`src/rtl/negsat_pkg.sv`:
```
package negsat_pkg;

  localparam int STAT_W = 32;

  // status bit positions
  localparam int FLG_ZERO       = 0;
  localparam int FLG_NEG        = 1;
  localparam int FLG_CLO_MIRROR = 2;
  localparam int FLG_OVF_MIRROR = 3;
  localparam int FLG_CARRY_LO   = 12;
  localparam int FLG_CARRY_HI   = 13;
  localparam int FLG_OVF        = 24;
  localparam int FLG_OVF_STICKY = 25;

  localparam logic [STAT_W-1:0] WRITE_MASK =
      (STAT_W'(1) << FLG_ZERO)     | (STAT_W'(1) << FLG_NEG) |
      (STAT_W'(1) << FLG_CLO_MIRROR) | (STAT_W'(1) << FLG_OVF_MIRROR) |
      (STAT_W'(1) << FLG_CARRY_LO) | (STAT_W'(1) << FLG_CARRY_HI) |
      (STAT_W'(1) << FLG_OVF)      | (STAT_W'(1) << FLG_OVF_STICKY);

  typedef struct packed {
    logic sat;       // lane clamped
    logic src_zero;  // input lane was zero
    logic res_zero;  // result lane is zero
    logic res_neg;   // result lane top bit set
  } lane_flags_t;

endpackage

```
`src/rtl/negsat_lane.sv`:
```
module negsat_lane
  import negsat_pkg::*;
#(
  parameter int W = 16
) (
  input  logic [W-1:0] lane_in,
  output logic [W-1:0] lane_out,
  output lane_flags_t  flags
);

  localparam logic [W-1:0] MOST_NEG = {1'b1, {(W-1){1'b0}}};
  localparam logic [W-1:0] MOST_POS = ~MOST_NEG;

  logic [W-1:0] negated;
  logic         clamp;

  always_comb begin
    negated  = (~lane_in) + W'(1);
    clamp    = (lane_in == MOST_NEG);
    lane_out = clamp ? MOST_POS : negated;
  end

  always_comb begin
    flags.sat      = clamp;
    flags.src_zero = (lane_in == '0);
    flags.res_zero = (lane_out == '0);
    flags.res_neg  = lane_out[W-1];
  end

endmodule

```
`src/rtl/negsat_status.sv`:
```
module negsat_status
  import negsat_pkg::*;
(
  input  logic [STAT_W-1:0] cur,
  input  lane_flags_t       hi,
  input  lane_flags_t       lo,
  output logic [STAT_W-1:0] nxt
);

  logic any_sat;

  always_comb begin
    any_sat = hi.sat | lo.sat;
    nxt = cur;
    nxt[FLG_ZERO]       = hi.res_zero | lo.res_zero;
    nxt[FLG_NEG]        = hi.res_neg  | lo.res_neg;
    nxt[FLG_CARRY_HI]   = hi.src_zero;
    nxt[FLG_CARRY_LO]   = lo.src_zero;
    nxt[FLG_CLO_MIRROR] = lo.src_zero;
    nxt[FLG_OVF]        = any_sat;
    nxt[FLG_OVF_MIRROR] = any_sat;
    nxt[FLG_OVF_STICKY] = cur[FLG_OVF_STICKY] | any_sat;
  end

endmodule

```
`src/rtl/negsat_dual.sv`:
```
module negsat_dual
  import negsat_pkg::*;
#(
  parameter int LANE_W = 16
) (
  input  logic                  clk,
  input  logic                  rst_n,
  input  logic                  in_valid,
  output logic                  in_ready,
  input  logic [2*LANE_W-1:0]   in_data,
  output logic                  out_valid,
  input  logic                  out_ready,
  output logic [2*LANE_W-1:0]   out_data,
  output logic [STAT_W-1:0]     status
);

  localparam int NLANES = 2;
  localparam int DATA_W = NLANES * LANE_W;

  logic [LANE_W-1:0] lane_res [NLANES];
  lane_flags_t       lane_flg [NLANES];
  logic [DATA_W-1:0] res_word;
  logic [STAT_W-1:0] stat_nxt;
  logic              accept;

  for (genvar l = 0; l < NLANES; l++) begin : g_lane
    negsat_lane #(.W(LANE_W)) u_lane (
      .lane_in  (in_data[l*LANE_W +: LANE_W]),
      .lane_out (lane_res[l]),
      .flags    (lane_flg[l])
    );
    assign res_word[l*LANE_W +: LANE_W] = lane_res[l];
  end

  negsat_status u_stat (
    .cur (status),
    .hi  (lane_flg[1]),
    .lo  (lane_flg[0]),
    .nxt (stat_nxt)
  );

  assign in_ready = !out_valid || out_ready;
  assign accept   = in_valid && in_ready;

  always_ff @(posedge clk or negedge rst_n) begin
    if (!rst_n) begin
      out_valid <= 1'b0;
      out_data  <= '0;
      status    <= '0;
    end else begin
      if (accept) begin
        out_valid <= 1'b1;
        out_data  <= res_word;
        status    <= stat_nxt;
      end else if (out_ready) begin
        out_valid <= 1'b0;
      end
    end
  end

endmodule

```
`config.mk`:
```
export PLATFORM = sky130hd
export DESIGN_NAME = negsat_dual
export DESIGN_NICKNAME = d
export VERILOG_FILES = /design/src/rtl/negsat_pkg.sv /design/src/rtl/negsat_lane.sv /design/src/rtl/negsat_status.sv /design/src/rtl/negsat_dual.sv
export SDC_FILE = /design/constraint.sdc
export NUM_CORES = 1
export LEC_CHECK = 0
export BUFFER_PORTS_ARGS = -buffer_cell sky130_fd_sc_hd__buf_2
export CORE_MARGIN = 2
export CORE_UTILIZATION = 35
export CTS_CLUSTER_SIZE = 20
export DETAILED_ROUTE_END_ITERATION = 6
export GPL_TIMING_DRIVEN = 0
export SYNTH_ARGS = -nofsm -noshare
export SYNTH_HDL_FRONTEND = slang
export SYNTH_SLANG_ARGS = --single-unit
```
`constraint.sdc`:
```
create_clock -name clk -period 1.9 [get_ports clk]
set_input_delay 0.095 -clock clk [delete_from_list [all_inputs] [get_ports clk]]
set_output_delay 0.095 -clock clk [all_outputs]
set_load 0.02 [all_outputs]
```
==> out/results.tsv, run 1 <==
metric	value	unit
dpl.cell_count	494	
p_sw	0.7752	mW
cts_buffer_depth	2	
min_path_type	in2reg	
hp-start	in_valid	
finalWorstSetupSlack	-129.6	ps
ys_seq_area_frac	0.3797	
dr_wl_met2	3420	um
wirelength	6902	um
ys.flop_type	dfrtp_1	
drive_above_1_share	0.3366	
cap_violations	0	
via_per_inst	4.838	
cp_slowest_stage_delay	500	ps
synth_edf_count	0	
vias	2448	
routedWlPerCell	13.64	um
total_power	2.242	mW
critPathCaptureType	flip-flop	
critPathLaunch	in_data[19]	
required	2100	ps
outcome	finished, violations left	
synth_top_cell_by_area	dfrtp_1	
antenna_cells	0	
die_area	8044	um2
grt.overflow.total	0	
drt-pass1-iter-count	4	
root_buffer	clkbuf_8	
wl_met3	422	um
area_delta_synth_final	30.53	%
power_frac_seq	0.439	
gp_congestion	0.8236	
final_cells	506	
syn-cell-area	2570	um2
rsz0062_at_grt	yes	
die_h	89.69	um
fin_nets	445	
setup_viol	1	
critPathKind	in2reg	
cts_buffers	5	
intPower	1.467	mW
start_util	0.3582	
slew_headroom	0.4261	
yosysMostFrequentCell	dfrtp_1	
drtAntennaViolNets	0	
critPathSlowestCell	or4_1	
yosysWarnings	0	
fin_skew	5.598	ps
placement_rows	31	
leakagePower	1.555	nW
multi_input_area	1453	um2
maxSlewViolCount	0	
crit_fanout	6	
async_flop_share	1.000	
grt_max_degree	40	
p_comb_frac	0.306	
hold_slack	34.98	ps
ff_latch_area	975.9	um2
worstSkewPairLatency	290	ps
io_buffers	72	
antenna_found_initial	0	
clkPwrFrac	0.255	
clock.fmax	492.7	MHz
drtIter0Drc	73	
path_cells	buf_2, or4_1, buf_2, or4_1, o21ai_1, nand4b_1, or4_4, o31ai_4	
syn_area_per_cell	8.567	um2
synth_commonest_cells	dfrtp_1, nand2_1, nor2_1, buf_4, a31oi_1	
cts.reportedPaths.clkPinSlew	70	ps
fin_util	0.4675	
hpwl	5294	um
min_period	2030	ps
cts_tree	done	
hold_violations	0	
drc	0	
reg2reg_from	out_valid	
track_usage	0.1749	
htreeDepth	2	
die_w	89.69	um
placed_cell_area	3166	um2
maxUsedRoutingLayer	met4	
power.density	668.4	nW/um2
ir_worst_vdd	0.2598	mV
finalCritPeriodShare	1.068	
core_area	7176	um2
start_kind	primary input	
fillers	729	
synth_area_leaders	dfrtp_1, buf_4, nand2_1	
synth_top_area_frac	0.3797	
syn_inst	300	
final_area	3354	um2
wl_met1	2963	um
num_io_pins	102	
grt_pass1_vias	2278	
cp.arrival	2230	ps
worstMarginPinSlew	860.8	ps
violations	setup timing	
netSwitchingFraction	0.3457	
yosysUniqueCellTypes	49	
synth-seq-cells	39	
grt_pass1_wl	10900	um
cts_num_sinks	39	
power groups by stage:
stage	Clock, mW	Sequential, mW	Combinational [mW]
after floorplan	0	1.12	0.303
after global placement	0	1.00	0.667
after detailed placement	0	1.00	0.676
after CTS	0.592	0.987	0.682
after global routing	0.627	0.998	0.759
final	0.572	0.985	0.685
flip-flops by register name, indices dropped and copies added, names as in the netlist:
signal	flops
out_data	32
out_valid	1
status	6
final cells by class:
cell class / count / area share
multi-input cells: 233 / 0.4330
flip-flops and latches: 39 / 0.2909
repair buffers: 77 / 0.1194
plain buffers: 42 / 0.08355
well taps: 99 / 0.03693
clock buffers: 6 / 0.02462
inverters: 9 / 0.01007
clock inverters: 1 / 0.001492
stage by stage:
step           TNS, ps  worst slack (ps)
2_1_floorplan   -118.2            -118.2
3_3_place_gp     -2976            -480.7
3_5_place_dp     -3921            -513.1
4_1_cts         -136.2            -136.2
5_1_grt         -162.9            -162.9
6_report        -129.6            -129.6
routing by layer:
layer / up-vias / GRT usage
li1: 1221 / -
met1: 1138 / 0.2175
met2: 78 / 0.3102
met3: 11 / 0.02377
met4: 0 / 0.05970
met5: - / 0
critical path, delay by kind of cell:
| kind | cells | cell delay, ps |
|---|---|---|
| simple gates | 4 | 1560 |
| buf+inv | 2 | 290 |
| compound gates | 2 | 270 |
cells by family after synthesis:
| family | count (synthesis) | share of synthesized area |
|---|---|---|
| buffers and inverters | 51 | 0.1202 |
| and+or+nand+nor | 119 | 0.2352 |
| adders and majority gates | 2 | 0.009736 |
| muxes | 7 | 0.02921 |
| DFF | 39 | 0.3797 |
| xor gates and xnor gates | 22 | 0.07498 |
| AOI/OAI and AO/OA | 59 | 0.1495 |
| other | 1 | 0.001459 |
cell usage in the layout (no fill, tap or decap), types with 6 or more instances in the layout:
| master | Yosys | final |
|---|---|---|
| buf_2 | 1 | 75 |
| nor2_1 | 30 | 30 |
| clkbuf_1 | 11 | 8 |
| clkbuf_8 | 1 | 7 |
| xor2_1 | 13 | 13 |
| xnor2_1 | 9 | 9 |
| o21ai_1 | 4 | 6 |
| conb_1 | 1 | 24 |
| buf_4 | 26 | 30 |
| dfrtp_1 | 39 | 39 |
| o22a_1 | 8 | 8 |
| nor3_1 | 7 | 7 |
| inv_1 | 9 | 9 |
| o21ai_0 | 13 | 11 |
| nand2_1 | 36 | 35 |
| a31oi_1 | 15 | 15 |
| a21oi_1 | 6 | 6 |
worst paths after layout:
check | end | slack, ps | cells past startpoint
worst max-delay path | status[0] | -130 | 8
worst min-delay path | out_valid | 30 | 2
worst max register to register | status[0] | 100 | 7
worst min register to register | out_data[7] | 470 | 2
max in group asynchronous | status[24] | 900 | 2
min in group asynchronous | out_data[6] | 450 | 2
timing repair:
item	4_1_cts	5_1_grt
endpoints found under the hold margin	39	0
setup buffers	0	4
setup endpoints to repair	23	34
pin swaps	0	2
resized for setup	6	13
hold buffers	1	0
Note: power is estimated with default switching activity, not from simulation.
==> run 2, diff against run 1 <==
--- a/config.mk
+++ b/config.mk
@@ -7,10 +7,12 @@
 export LEC_CHECK = 0
 export BUFFER_PORTS_ARGS = -buffer_cell sky130_fd_sc_hd__buf_2
 export CORE_MARGIN = 2
-export CORE_UTILIZATION = 35
+export CORE_UTILIZATION = 49
 export CTS_CLUSTER_SIZE = 20
 export DETAILED_ROUTE_END_ITERATION = 6
 export GPL_TIMING_DRIVEN = 0
+export PLACE_DENSITY = 0.81
+export SLEW_MARGIN = 20
 export SYNTH_ARGS = -nofsm -noshare
 export SYNTH_HDL_FRONTEND = slang
 export SYNTH_SLANG_ARGS = --single-unit
==> out/results.tsv, run 2 (synthesis gave the netlist of run 1 again) <==
metric	value	unit
cts_buffer_depth	2	
clock.fmax	490.1	MHz
largest_reg_flops	32	
maxSlewViolCount	0	
drt-pass1-iter-count	4	
fillers	470	
p_sw	0.7970	mW
rsz0062_at_grt	yes	
ir_worst_vdd	0.5108	mV
gr-usage-met2	0.3496	
multi_input_area	1448	um2
cts.reportedPaths.clkPinSlew	80	ps
hp-start	in_valid	
top_register	out_data	
antenna_cells	0	
drc	0	
routedWlPerCell	13.59	um
root_buffer	clkbuf_8	
ff_latch_area	975.9	um2
worstMarginPinSlew	828.8	ps
drive_above_1_share	0.3350	
drtIter0Drc	168	
min_path_type	in2reg	
netSwitchingFraction	0.3569	
hold_end	out_valid	
crit_fanout	6	
setup_viol	1	
worstSkewPairLatency	290	ps
wirelength	6467	um
globalRouteMet3Util	0.05213	
intPower	1.436	mW
die_h	76.42	um
area_delta_synth_final	28.38	%
total_power	2.233	mW
layout_common_cells	buf_2, dfrtp_1, nand2_1	
leakagePower	1.539	nW
reg2reg_from	out_valid	
r2r_end	status[0]	
num_io_pins	102	
placed_cell_area	3129	um2
start_util	0.5064	
p_comb_frac	0.306	
slew_headroom	0.4475	
io_buffers	72	
htreeDepth	2	
die_w	76.42	um
core_area	5075	um2
cts_buffers	5	
fin_skew	3.775	ps
finalCritPeriodShare	1.074	
cts_num_sinks	39	
final_common_cell	buf_2	
critPathCaptureType	flip-flop	
cp.arrival	2250	ps
hpwl	4891	um
critPathKind	in2reg	
via_per_inst	5.179	
antenna_found_initial	0	
grt_max_degree	40	
final_area	3299	um2
busiest_layer	met2	
clkPwrFrac	0.253	
vias	2465	
start_kind	primary input	
cts_tree	done	
grt_pass1_wl	10540	um
power_frac_seq	0.441	
gr-usage-met1	0.2955	
track_usage	0.2200	
violations	setup timing	
drtAntennaViolNets	0	
power.density	676.7	nW/um2
placement_rows	26	
hold_violations	0	
outcome	finished, violations left	
fin_nets	443	
min_period	2040	ps
required	2110	ps
gp_congestion	0.9071	
holdPathStages	2	
grt.overflow.total	0	
grt_pass1_vias	2290	
reg_top3	out_data (32), status (6), out_valid (1)	
die_area	5840	um2
reg2regPathDepth	7	
cap_violations	0	
finalWorstSetupSlack	-140.2	ps
r2r_setup_slack	110	ps
## run 2: power by group through the flow
| stage | clock [mW] | combinational [mW] | sequential [mW] |
|---|---|---|---|
| after floorplan | 0 | 0.303 | 1.12 |
| after global placement | 0 | 0.655 | 0.997 |
| after detailed placement | 0 | 0.667 | 0.999 |
| after CTS | 0.570 | 0.674 | 0.983 |
| after global routing | 0.606 | 0.745 | 0.998 |
| final | 0.565 | 0.683 | 0.985 |
## run 2: metrics by stage
stage               hold WS [ps]  setup slack, ps  std cells  utilization  setup TNS (ps)
floorplan                 -200.6           -118.2        323            -          -118.2
global placement           233.3           -455.9        465       0.6166           -1866
detailed placement         244.1           -537.9        465       0.6166           -2933
CTS                        3.463           -127.6        475       0.6403          -127.6
global route               7.295           -239.2        476       0.6501          -246.8
finish                     10.72           -140.2        476       0.6501          -140.2
## run 2: critical path, cell delays in order
cell	delay (ps)
buf_2	140
or4_1	500
buf_2	160
or4_1	490
o21ai_2	80
nand4b_1	140
or4_4	460
o31ai_4	180
## run 2: worst max-delay path by stage
stage	startpoint	end	slack (ps)	cells past startpoint
after floorplan	in_data[19]	status[0]	-120	7
after global placement	in_data[2]	status[0]	-460	7
after detailed placement	in_data[16]	status[0]	-540	9
after CTS	in_data[19]	status[0]	-130	8
after global routing	in_data[0]	status[0]	-240	9
final	in_data[19]	status[0]	-140	8
## run 2: layout make-up
| cell class | instances | area share |
|---|---|---|
| Timing Repair Buffer | 75 | 0.1168 |
| Multi-Input combinational cell | 233 | 0.4388 |
| Sequential cell | 39 | 0.2958 |
| Buffer | 42 | 0.08495 |
| Tap cell | 70 | 0.02655 |
| Clock inverter | 3 | 0.006068 |
| Clock buffer | 5 | 0.02086 |
| Inverter | 9 | 0.01024 |
## run 2: layer usage
| metal | share of wire | vias to the layer above |
|---|---|---|
| met1 | 0.43 | 1125 |
| met2 | 0.46 | 103 |
| met5 | 0 | - |
| met3 | 0.082 | 13 |
| li1 | - | 1224 |
| met4 | 0.021 | 0 |
## run 2: what timing repair did
| action | 4_1_cts | 5_1_grt |
|---|---|---|
| hold buffers | 1 | 0 |
| buffers inserted | 1 | 1 |
| hold endpoints to repair | 39 | 0 |
| resized for setup | 3 | 16 |
| endpoints found under the setup margin | 4 | 27 |
| pin swaps | 0 | 3 |
==> run 3, diff against run 2 <==
--- a/config.mk
+++ b/config.mk
@@ -6,12 +6,14 @@
 export NUM_CORES = 1
 export LEC_CHECK = 0
 export BUFFER_PORTS_ARGS = -buffer_cell sky130_fd_sc_hd__buf_2
+export CAP_MARGIN = 20
 export CORE_MARGIN = 2
-export CORE_UTILIZATION = 49
+export CORE_UTILIZATION = 50
+export CTS_BUF_LIST = sky130_fd_sc_hd__clkbuf_8
 export CTS_CLUSTER_SIZE = 20
 export DETAILED_ROUTE_END_ITERATION = 6
 export GPL_TIMING_DRIVEN = 0
-export PLACE_DENSITY = 0.81
+export PLACE_DENSITY = 0.82
 export SLEW_MARGIN = 20
 export SYNTH_ARGS = -nofsm -noshare
 export SYNTH_HDL_FRONTEND = slang
==> out/results.tsv, run 3 (synthesis gave the netlist of run 1 again) <==
metric	value	unit
reg2reg_from	out_valid	
fillers	434	
largest_reg_flops	32	
violations	setup timing	
ir_worst_vdd	0.3365	mV
placement_rows	26	
finalWorstSetupSlack	-240.7	ps
track_usage	0.2193	
critPathLaunch	in_data[19]	
drt-pass1-iter-count	4	
top_register	out_data	
worstMarginPinSlew	837.4	ps
r2r_setup_slack	-10	ps
final_area	3247	um2
area_delta_synth_final	26.34	%
io_buffers	72	
fin_skew	5.935	ps
worstSkewPairLatency	290	ps
grt_max_degree	40	
power.density	667.8	nW/um2
min_period	2141	ps
antenna_cells	0	
outcome	finished, violations left	
start_util	0.5097	
crit_fanout	6	
wirelength	6329	um
clock.fmax	467.1	MHz
multi_input_area	1420	um2
hold_slack	13.05	ps
hold_violations	0	
required	2100	ps
finalCritPeriodShare	1.127	
die_area	5730	um2
die_w	75.70	um
core_area	5042	um2
grt.overflow.total	0	
drtAntennaViolNets	0	
cts_tree	done	
antenna_found_initial	0	
die_h	75.70	um
cts_num_sinks	39	
grt_pass1_vias	2055	
critPathKind	in2reg	
drtIter0Drc	133	
cts.reportedPaths.clkPinSlew	70	ps
fin_util	0.6439	
maxSlewViolCount	0	
min_path_type	in2reg	
setup_viol	1	
root_buffer	clkbuf_8	
htreeDepth	2	
cts_buffers	5	
grt_pass1_wl	9577	um
layout_common_cells	buf_2, dfrtp_1, nand2_1	
cts_buffer_depth	2	
rsz0062_at_grt	yes	
cap_violations	0	
dp_slack	-493.8	ps
leakagePower	1.531	nW
cp.arrival	2340	ps
gp_congestion	0.9668	
final_common_cell	buf_2	
hp-start	in_valid	
start_kind	primary input	
placed_cell_area	3129	um2
critPathCaptureType	flip-flop	
via_per_inst	5.163	
num_io_pins	102	
reg_top3	out_data (32), status (6), out_valid (1)	
slew_headroom	0.4417	
routedWlPerCell	13.38	um
total_power	2.168	mW
fin_nets	442	
drc	0	
vias	2442	
hpwl	4879	um
ff_latch_area	975.9	um2
drive_above_1_share	0.3151	
==> run 3: changes by cell type in the layout (fill, tap and decap cells not counted), moves of 2 or more <==
cell        delta
clkbuf_2       -2
clkinvlp_4     -2
nor4_1         +2
nor4_2         -2
==> run 3: critical path, cell delays in order <==
cell and delay, ps:
buf_2 130, or4_1 510, buf_2 170, or4_1 490, o21ai_2 90, nand4b_1 200
or4_4 470, o31ai_2 190
==> run 3: repair_timing <==
item | CTS | global route
pin swaps | 0 | 1
endpoints found under the setup margin | 21 | 7
resized for setup | 4 | 6
endpoints found under the hold margin | 39 | 0
setup buffers | 1 | 0
hold buffers | 1 | 0
==> run 3: report_power, final <==
group / internal, mW / switching, mW / total, mW
registers: 0.930 / 0.0541 / 0.984
clock network: 0.239 / 0.268 / 0.507
logic: 0.249 / 0.428 / 0.677
total: 1.42 / 0.750 / 2.17
==> run 3: final timing paths <==
check | endpoint | cells past startpoint
min | out_valid | 2
min in group asynchronous | out_data[21] | 2
min reg2reg | out_data[14] | 2
max in group asynchronous | out_data[12] | 2
max reg2reg | status[0] | 7
max | status[0] | 8
==> run 3: area by class of cell <==
cell class | instances | share of cell area
Multi-Input combinational cell | 233 | 0.4374
Sequential cell | 39 | 0.3006
Timing Repair Buffer | 74 | 0.1164
Buffer | 42 | 0.08593
Tap cell | 70 | 0.02697
Clock buffer | 5 | 0.02119
Inverter | 9 | 0.01040
Clock inverter | 1 | 0.001156
==> run 3: through the flow <==
step | setup TNS, ps | instances
after global placement | -2011 | 465
final | -240.7 | 473
after CTS | -161.5 | 473
after global routing | -275.2 | 473
after detailed placement | -2924 | 465
after floorplan | -118.2 | 323
==> run 3: metal layers <==
metal | vias up | global-route usage | routed length [um]
li1 | 1226 | - | -
met4 | 0 | 0.05263 | 89
met3 | 10 | 0.05291 | 403
met1 | 1115 | 0.3108 | 2861
met2 | 91 | 0.3401 | 2975
met5 | - | 0 | 0
